$ cat src/rtl/resv_pkg.sv
package resv_pkg;
    typedef enum logic [1:0] {
        OP_IDLE      = 2'b00,
        OP_RESERVE   = 2'b01,
        OP_CONDSTORE = 2'b10,
        OP_RSVD      = 2'b11
    } req_op_e;

    typedef enum logic [1:0] {
        SNP_NONE  = 2'b00,
        SNP_WRITE = 2'b01,
        SNP_INVAL = 2'b10,
        SNP_RSVD  = 2'b11
    } snp_op_e;
endpackage

$ cat src/rtl/resv_granule_match.sv
module resv_granule_match #(
    parameter int ADDR_W   = 32,
    parameter int GRAN_LSB = 4,
    localparam int TAG_W   = ADDR_W - GRAN_LSB
) (
    input  logic [ADDR_W-1:0] addr,
    input  logic [TAG_W-1:0]  ref_tag,
    input  logic              ref_valid,
    output logic [TAG_W-1:0]  addr_tag,
    output logic              hit
);
    logic unused_ofs;
    assign unused_ofs = ^addr[GRAN_LSB-1:0];
    assign addr_tag   = addr[ADDR_W-1:GRAN_LSB];
    assign hit        = ref_valid && (addr_tag == ref_tag);
endmodule

$ cat src/rtl/resv_align_chk.sv
module resv_align_chk #(
    parameter int ADDR_W   = 32,
    parameter int WORD_LSB = 2
) (
    input  logic [ADDR_W-1:0] addr,
    output logic              aligned
);
    generate
        if (WORD_LSB > 0) begin : g_chk
            assign aligned = (addr[WORD_LSB-1:0] == '0);
        end else begin : g_byte
            assign aligned = 1'b1;
        end
    endgenerate
endmodule

$ cat src/rtl/resv_monitor.sv
module resv_monitor
    import resv_pkg::*;
#(
    parameter int ADDR_W        = 32,
    parameter int GRANULE_BYTES = 16,
    parameter int WORD_BYTES    = 4
) (
    input  logic              clk,
    input  logic              rst_n,
    input  logic              req_valid,
    input  logic [1:0]        req_op,
    input  logic [ADDR_W-1:0] req_addr,
    input  logic [1:0]        snp_op,
    input  logic [ADDR_W-1:0] snp_addr,
    output logic              res_valid,
    output logic              res_pass,
    output logic              st_en
);
    localparam int GRAN_LSB = $clog2(GRANULE_BYTES);
    localparam int WORD_LSB = $clog2(WORD_BYTES);
    localparam int TAG_W    = ADDR_W - GRAN_LSB;
    localparam int N_PORTS  = 2;  // 0: processor, 1: snoop

    typedef struct packed {
        logic             resv_vld;
        logic [TAG_W-1:0] resv_tag;
        logic             res_vld;
        logic             res_pass;
        logic             st_en;
    } state_t;

    state_t st_d, st_q;

    logic [ADDR_W-1:0] port_addr [N_PORTS];
    logic [TAG_W-1:0]  port_tag  [N_PORTS];
    logic              port_hit  [N_PORTS];

    assign port_addr[0] = req_addr;
    assign port_addr[1] = snp_addr;

    genvar gi;
    generate
        for (gi = 0; gi < N_PORTS; gi++) begin : g_match
            resv_granule_match #(
                .ADDR_W  (ADDR_W),
                .GRAN_LSB(GRAN_LSB)
            ) match_i (
                .addr     (port_addr[gi]),
                .ref_tag  (st_q.resv_tag),
                .ref_valid(st_q.resv_vld),
                .addr_tag (port_tag[gi]),
                .hit      (port_hit[gi])
            );
        end
    endgenerate

    logic req_aligned;
    resv_align_chk #(
        .ADDR_W  (ADDR_W),
        .WORD_LSB(WORD_LSB)
    ) align_i (
        .addr   (req_addr),
        .aligned(req_aligned)
    );

    req_op_e op;
    snp_op_e sop;
    logic    snp_active;
    logic    snp_kills_old;
    logic    snp_kills_new;

    always_comb begin
        op            = req_op_e'(req_op);
        sop           = snp_op_e'(snp_op);
        snp_active    = (sop == SNP_WRITE) || (sop == SNP_INVAL);
        snp_kills_old = snp_active && port_hit[1];
        snp_kills_new = snp_active && (port_tag[1] == port_tag[0]);

        st_d          = st_q;
        st_d.res_vld  = 1'b0;
        st_d.st_en    = 1'b0;

        if (snp_kills_old) begin
            st_d.resv_vld = 1'b0;
        end

        if (req_valid) begin
            case (op)
                OP_RESERVE: begin
                    st_d.resv_tag = port_tag[0];
                    st_d.resv_vld = !snp_kills_new;
                end
                OP_CONDSTORE: begin
                    st_d.res_vld  = 1'b1;
                    st_d.res_pass = port_hit[0] && req_aligned && !snp_kills_old;
                    st_d.st_en    = port_hit[0] && req_aligned && !snp_kills_old;
                    st_d.resv_vld = 1'b0;
                end
                default: ;
            endcase
        end
    end

    always_ff @(posedge clk or negedge rst_n) begin
        if (!rst_n) begin
            st_q <= '0;
        end else begin
            st_q <= st_d;
        end
    end

    assign res_valid = st_q.res_vld;
    assign res_pass  = st_q.res_pass;
    assign st_en     = st_q.st_en;
endmodule

$ cat config.mk
export PLATFORM = sky130hd
export DESIGN_NAME = resv_monitor
export DESIGN_NICKNAME = d
export VERILOG_FILES = /design/src/rtl/resv_pkg.sv /design/src/rtl/resv_granule_match.sv /design/src/rtl/resv_align_chk.sv /design/src/rtl/resv_monitor.sv
export SDC_FILE = /design/constraint.sdc
export NUM_CORES = 1
export LEC_CHECK = 0
export BUFFER_PORTS_ARGS = -buffer_cell sky130_fd_sc_hd__buf_2
export CORE_ASPECT_RATIO = 0.8
export CORE_MARGIN = 2
export CORE_UTILIZATION = 45
export CTS_CLUSTER_SIZE = 12
export DETAILED_ROUTE_END_ITERATION = 16
export MAX_ROUTING_LAYER = met4
export PLACE_DENSITY = 0.73
export SYNTH_ARGS = -nofsm -noshare
export SYNTH_HDL_FRONTEND = slang
export SYNTH_SLANG_ARGS = --single-unit
$ cat constraint.sdc
create_clock -name clk -period 1.6 [get_ports clk]
set_input_delay 0.32 -clock clk [delete_from_list [all_inputs] [get_ports clk]]
set_output_delay 0.32 -clock clk [all_outputs]
set_load 0.01 [all_outputs]
# Word level (Yosys, flattened, before mapping)
# Cells that the tools add are included.
[totals] in_bits=71 out_inout_bits=3 word_cells=29 register_bits=32
[op_classes] eq_ne=7 n_reduce_logical=12 n_mux=5
[ops] operator="$eq A28 B28 Y1" count=3
[ops] operator="$mux W32" count=1
[ops] operator="$mux W28" count=1
[ops] operator="$logic_and A1 B1 Y1" count=6
[ops] operator="$eq A2 B1 Y1 const B" count=2
[ops] operator="$eq A2 B2 Y1 const B" count=2
[ops] operator="$reduce_and A2 Y1" count=2
[ops] operator="$mux W3" count=1
[ops] operator="$logic_not A1 Y1" count=2
[ops] operator="$logic_not A2 Y1" count=1
[ops] operator="$pmux W1 S2" count=1
[ops] operator="$logic_or A1 B1 Y1" count=1
[ops] operator="$mux W1" count=1

# Longest topological paths before layout
[logic_depth] depth_word=7 mapped_depth=6 ltp_nobuf=6

# By module
# A second synthesis with hierarchy kept.
[unflattened] cells_unflattened=249 area_unflattened_um2=2583.7
[by_module_without_submodules] module="resv_monitor" area_per_inst_um2=1536.5 seq_area_each_um2=800.8 cells_each=116 instances=1
[by_module_without_submodules] module="resv_granule_match" area_per_inst_um2=521.8 seq_area_each_um2=0.0 cells_each=66 instances=2
[by_module_without_submodules] module="resv_align_chk" area_per_inst_um2=3.8 seq_area_each_um2=0.0 cells_each=1 instances=1

# Least setup slack after synthesis
# Ideal clock, no wire load.
[synth_timing] path_kind="register -> register" startpoint="register st_q[22] in the netlist's numbering" endpoint="register st_q[31] in the netlist's numbering" setup_ns=0.136 arrival_ns=1.461 setup_slack_ns=0.004 path_buffers=0 synth_period_minus_slack_ns=1.596 required_time_ns=1.464 path_stages_with_launch=6 path_cell_list="dfrtp_1 xor2_1 nor4_1 nand4_1 o41ai_2 o22ai_1"
[synth_lines] element="start, declared" line="resv_monitor.sv:32" source="state_t st_d, st_q;"
[synth_lines] element="start signal, assigned" line="resv_monitor.sv:108" source="st_q <= st_d;"

==> impl_metrics.csv <==
group,metric,value,unit
sta,fin_crit_sh,1.10,
setup_path,crit_start,"st_q[7]",
setup_path,crit_type,"reg -> reg",
sta,period_minus_slack,1.76,ns
setup_path,cp-endpoint,"st_q[31]",
yosys,syn-cell-area,0.00214,mm2
power,p_leak,1.38,nW
placed_design,dp_cells,358,
setup_path,ff2ff_setup_slack,-0.16,ns
global_route,track_usage,0.234,
clock_tree,clk_latency,0.29,ns
drt,vias,1822,
status,violations,"negative setup slack",
power,ir_drop,516,uV
setup_path,required,1.76,ns
clock_tree,tritoncts,"built",
clock_tree,cts_buffers,5,
layout,final_cell_count_no_fill,368,
sta,rsz0062_at_grt,"true",
layout,nets,380,
hold_path,worstHoldPathType,"in -> reg",
sta,setup_slack,-0.156,ns
die,start_util,0.468,
global_route,grt_pass1_wl,8830,um
yosys,synthTopCellsByArea,"dfrtp_1, xnor2_1, xor2_1",
layout,fin_area,0.00302,mm2
placed_design,place_congestion,0.898,
layout,final_common_cell,"buf_2",
die,num_rows,22,
yosys,synth_top_cell_area_share,0.374,
yosys,syn_inst,191,
layout,area_growth,41.0,%
clock_tree,cts_num_sinks,32,
sta,worstMarginPinSlew,0.416,ns
layout,n_antenna_cell,0,
global_route,grt_max_degree,29,
sta,slew_viol_final,0,
yosys,ys_seq_area_frac,0.374,
placed_design,port_buffers,67,
drt,drt_iter0_markers,55,
placed_design,place_area,0.00288,mm2
clock_tree,htreeDepth,2,
sta,finalHoldViolCount,0,
drt,first_pass_iters,4,
global_route,grt_overflow,0,
layout,final_cell_mix,"buf_2, xnor2_1, buf_4",
die,num_io_pins,74,
die,dieArea,0.00532,mm2
sta,fin_setup_tns,-0.362,ns
setup_path,r2r-end,"st_q[31]",
setup_path,worst_setup_path_start_kind,"flip-flop",
drt,drc,0,
sta,finalClockSkew,0.00305,ns
sta,setup_viol,3,
setup_path,endpoint_kind,"flip-flop",
global_route,grt_pass1_vias,1875,
global_route,antenna_found_initial,0,
sta,relSlewSlack,0.723,
yosys,synth_seq_cells,32,
sta,holdWs,0.311,ns
drt,vias_per_cell,4.95,
placed_design,dpl.hpwl,4330,um
clock_tree,clk_path_buf_depth,2,
layout,drive_gt1_frac,0.481,
setup_path,r2r-start,"st_q[7]",
yosys,synth_nets,264,
setup_path,rr_worst_depth,5,
die,die_y,65.7,um
drt,antenna_left,0,
clock_tree,cts-root-buf,"clkbuf_8",
drt,drt_wl_total,5430,um
drt,routedWlPerCell,14.7,um
setup_path,path_max_fanout,3,
yosys,synth_top_area_cell,"dfrtp_1",
run,max_cap_violations,0,
status,status,"finished with violations",
placed_design,dp_slack,-0.221,ns
die,core_region_area,0.00457,mm2
clock_tree,clk_pin_slew,0.07,ns
yosys,yosysWarningCount,0,
power,power_density,891,mW/mm2
yosys,synth_cell_types,17,
setup_path,arrival,1.92,ns
yosys,syn_area_per_cell,11.2,um2
sta,fmax,570,MHz
die,die_w,81.1,um
area by class of cell:
type,count,area [um2]
well taps,60,75.1
flip-flops and latches,32,801
clock buffers,8,90.1
repair buffers,111,693
fillers,399,1550
inverters,3,11.3
multi-input cells,154,1350
flip-flops by register name, summed over array words and instances (netlist names):
name and cells:
res_valid 1, st_q 29, res_pass 1, st_en 1
how the worst min path moves through the flow:
stage               cells after the start    startpoint  endpoint  slack [ns]
floorplan                               0         rst_n  res_pass        0.02
detailed placement                      1         rst_n  st_q[12]        0.28
global route                            2  req_addr[25]  st_q[24]        0.32
CTS                                     2   req_addr[7]   st_q[6]        0.31
global placement                        1         rst_n  st_q[12]        0.27
finish                                  2  req_addr[25]  st_q[24]        0.31
logic make-up (layout without fill, tap and decap cells):
family | count (synthesis) | after routing | synth area share
xor+xnor | 85 | 85 | 0.348
fa+ha+maj | 2 | 2 | 0.0117
compound gates | 3 | 3 | 0.0129
simple gates | 36 | 36 | 0.0954
flops | 32 | 32 | 0.374
mux | 28 | 28 | 0.147
buf+inv | 5 | 122 | 0.00995
synthesized netlist by cell type:
cell / n
nor3_1: 1
mux2_2: 28
nand2_1: 4
o21ai_1: 1
nor2b_1: 1
ha_1: 2
o22ai_1: 1
dfrtp_1: 32
nor4_1: 12
xnor2_1: 45
inv_1: 3
nor2_1: 3
nand3_1: 2
xor2_1: 40
o41ai_2: 1
buf_2: 2
nand4_1: 13
power breakdown:
group | switching (mW) | total [mW] | internal (mW)
logic | 0.394 | 0.949 | 0.555
registers | 0.122 | 1.07 | 0.949
clock network | 0.317 | 0.668 | 0.351
timing repair:
action | in CTS | in global routing
hold buffers | 1 | 0
setup endpoints to repair | 3 | 3
pin swaps | 8 | 5
buffers inserted | 1 | 0
hold endpoints to repair | 15 | 0
gates resized for setup | 2 | 2
worst max-delay path, stage by stage, from the launching register on:
cell and delay, ns:
dfrtp_1 0.39, xor2_1 0.15, nor4_1 0.30, nand4_1 0.19, o41ai_4 0.44, o22ai_1 0.15
per-layer routing:
layer,part of all wire,global-route usage,vias to the layer above,wire [um]
met5,0,-,-,0
met4,0.016,0.0784,0,89
met3,0.079,0.0604,9,427
met2,0.45,0.360,66,2420
met1,0.46,0.303,850,2490
li1,-,-,897,-
stage by stage:
step           total power, mW   util
3_5_place_dp              2.00  0.630
6_report                  2.69  0.660
4_1_cts                   2.68  0.657
3_3_place_gp              1.97  0.630
2_1_floorplan             1.57      -
5_1_grt                   2.85  0.660
Note: power is estimated with default switching activity, not from simulation.
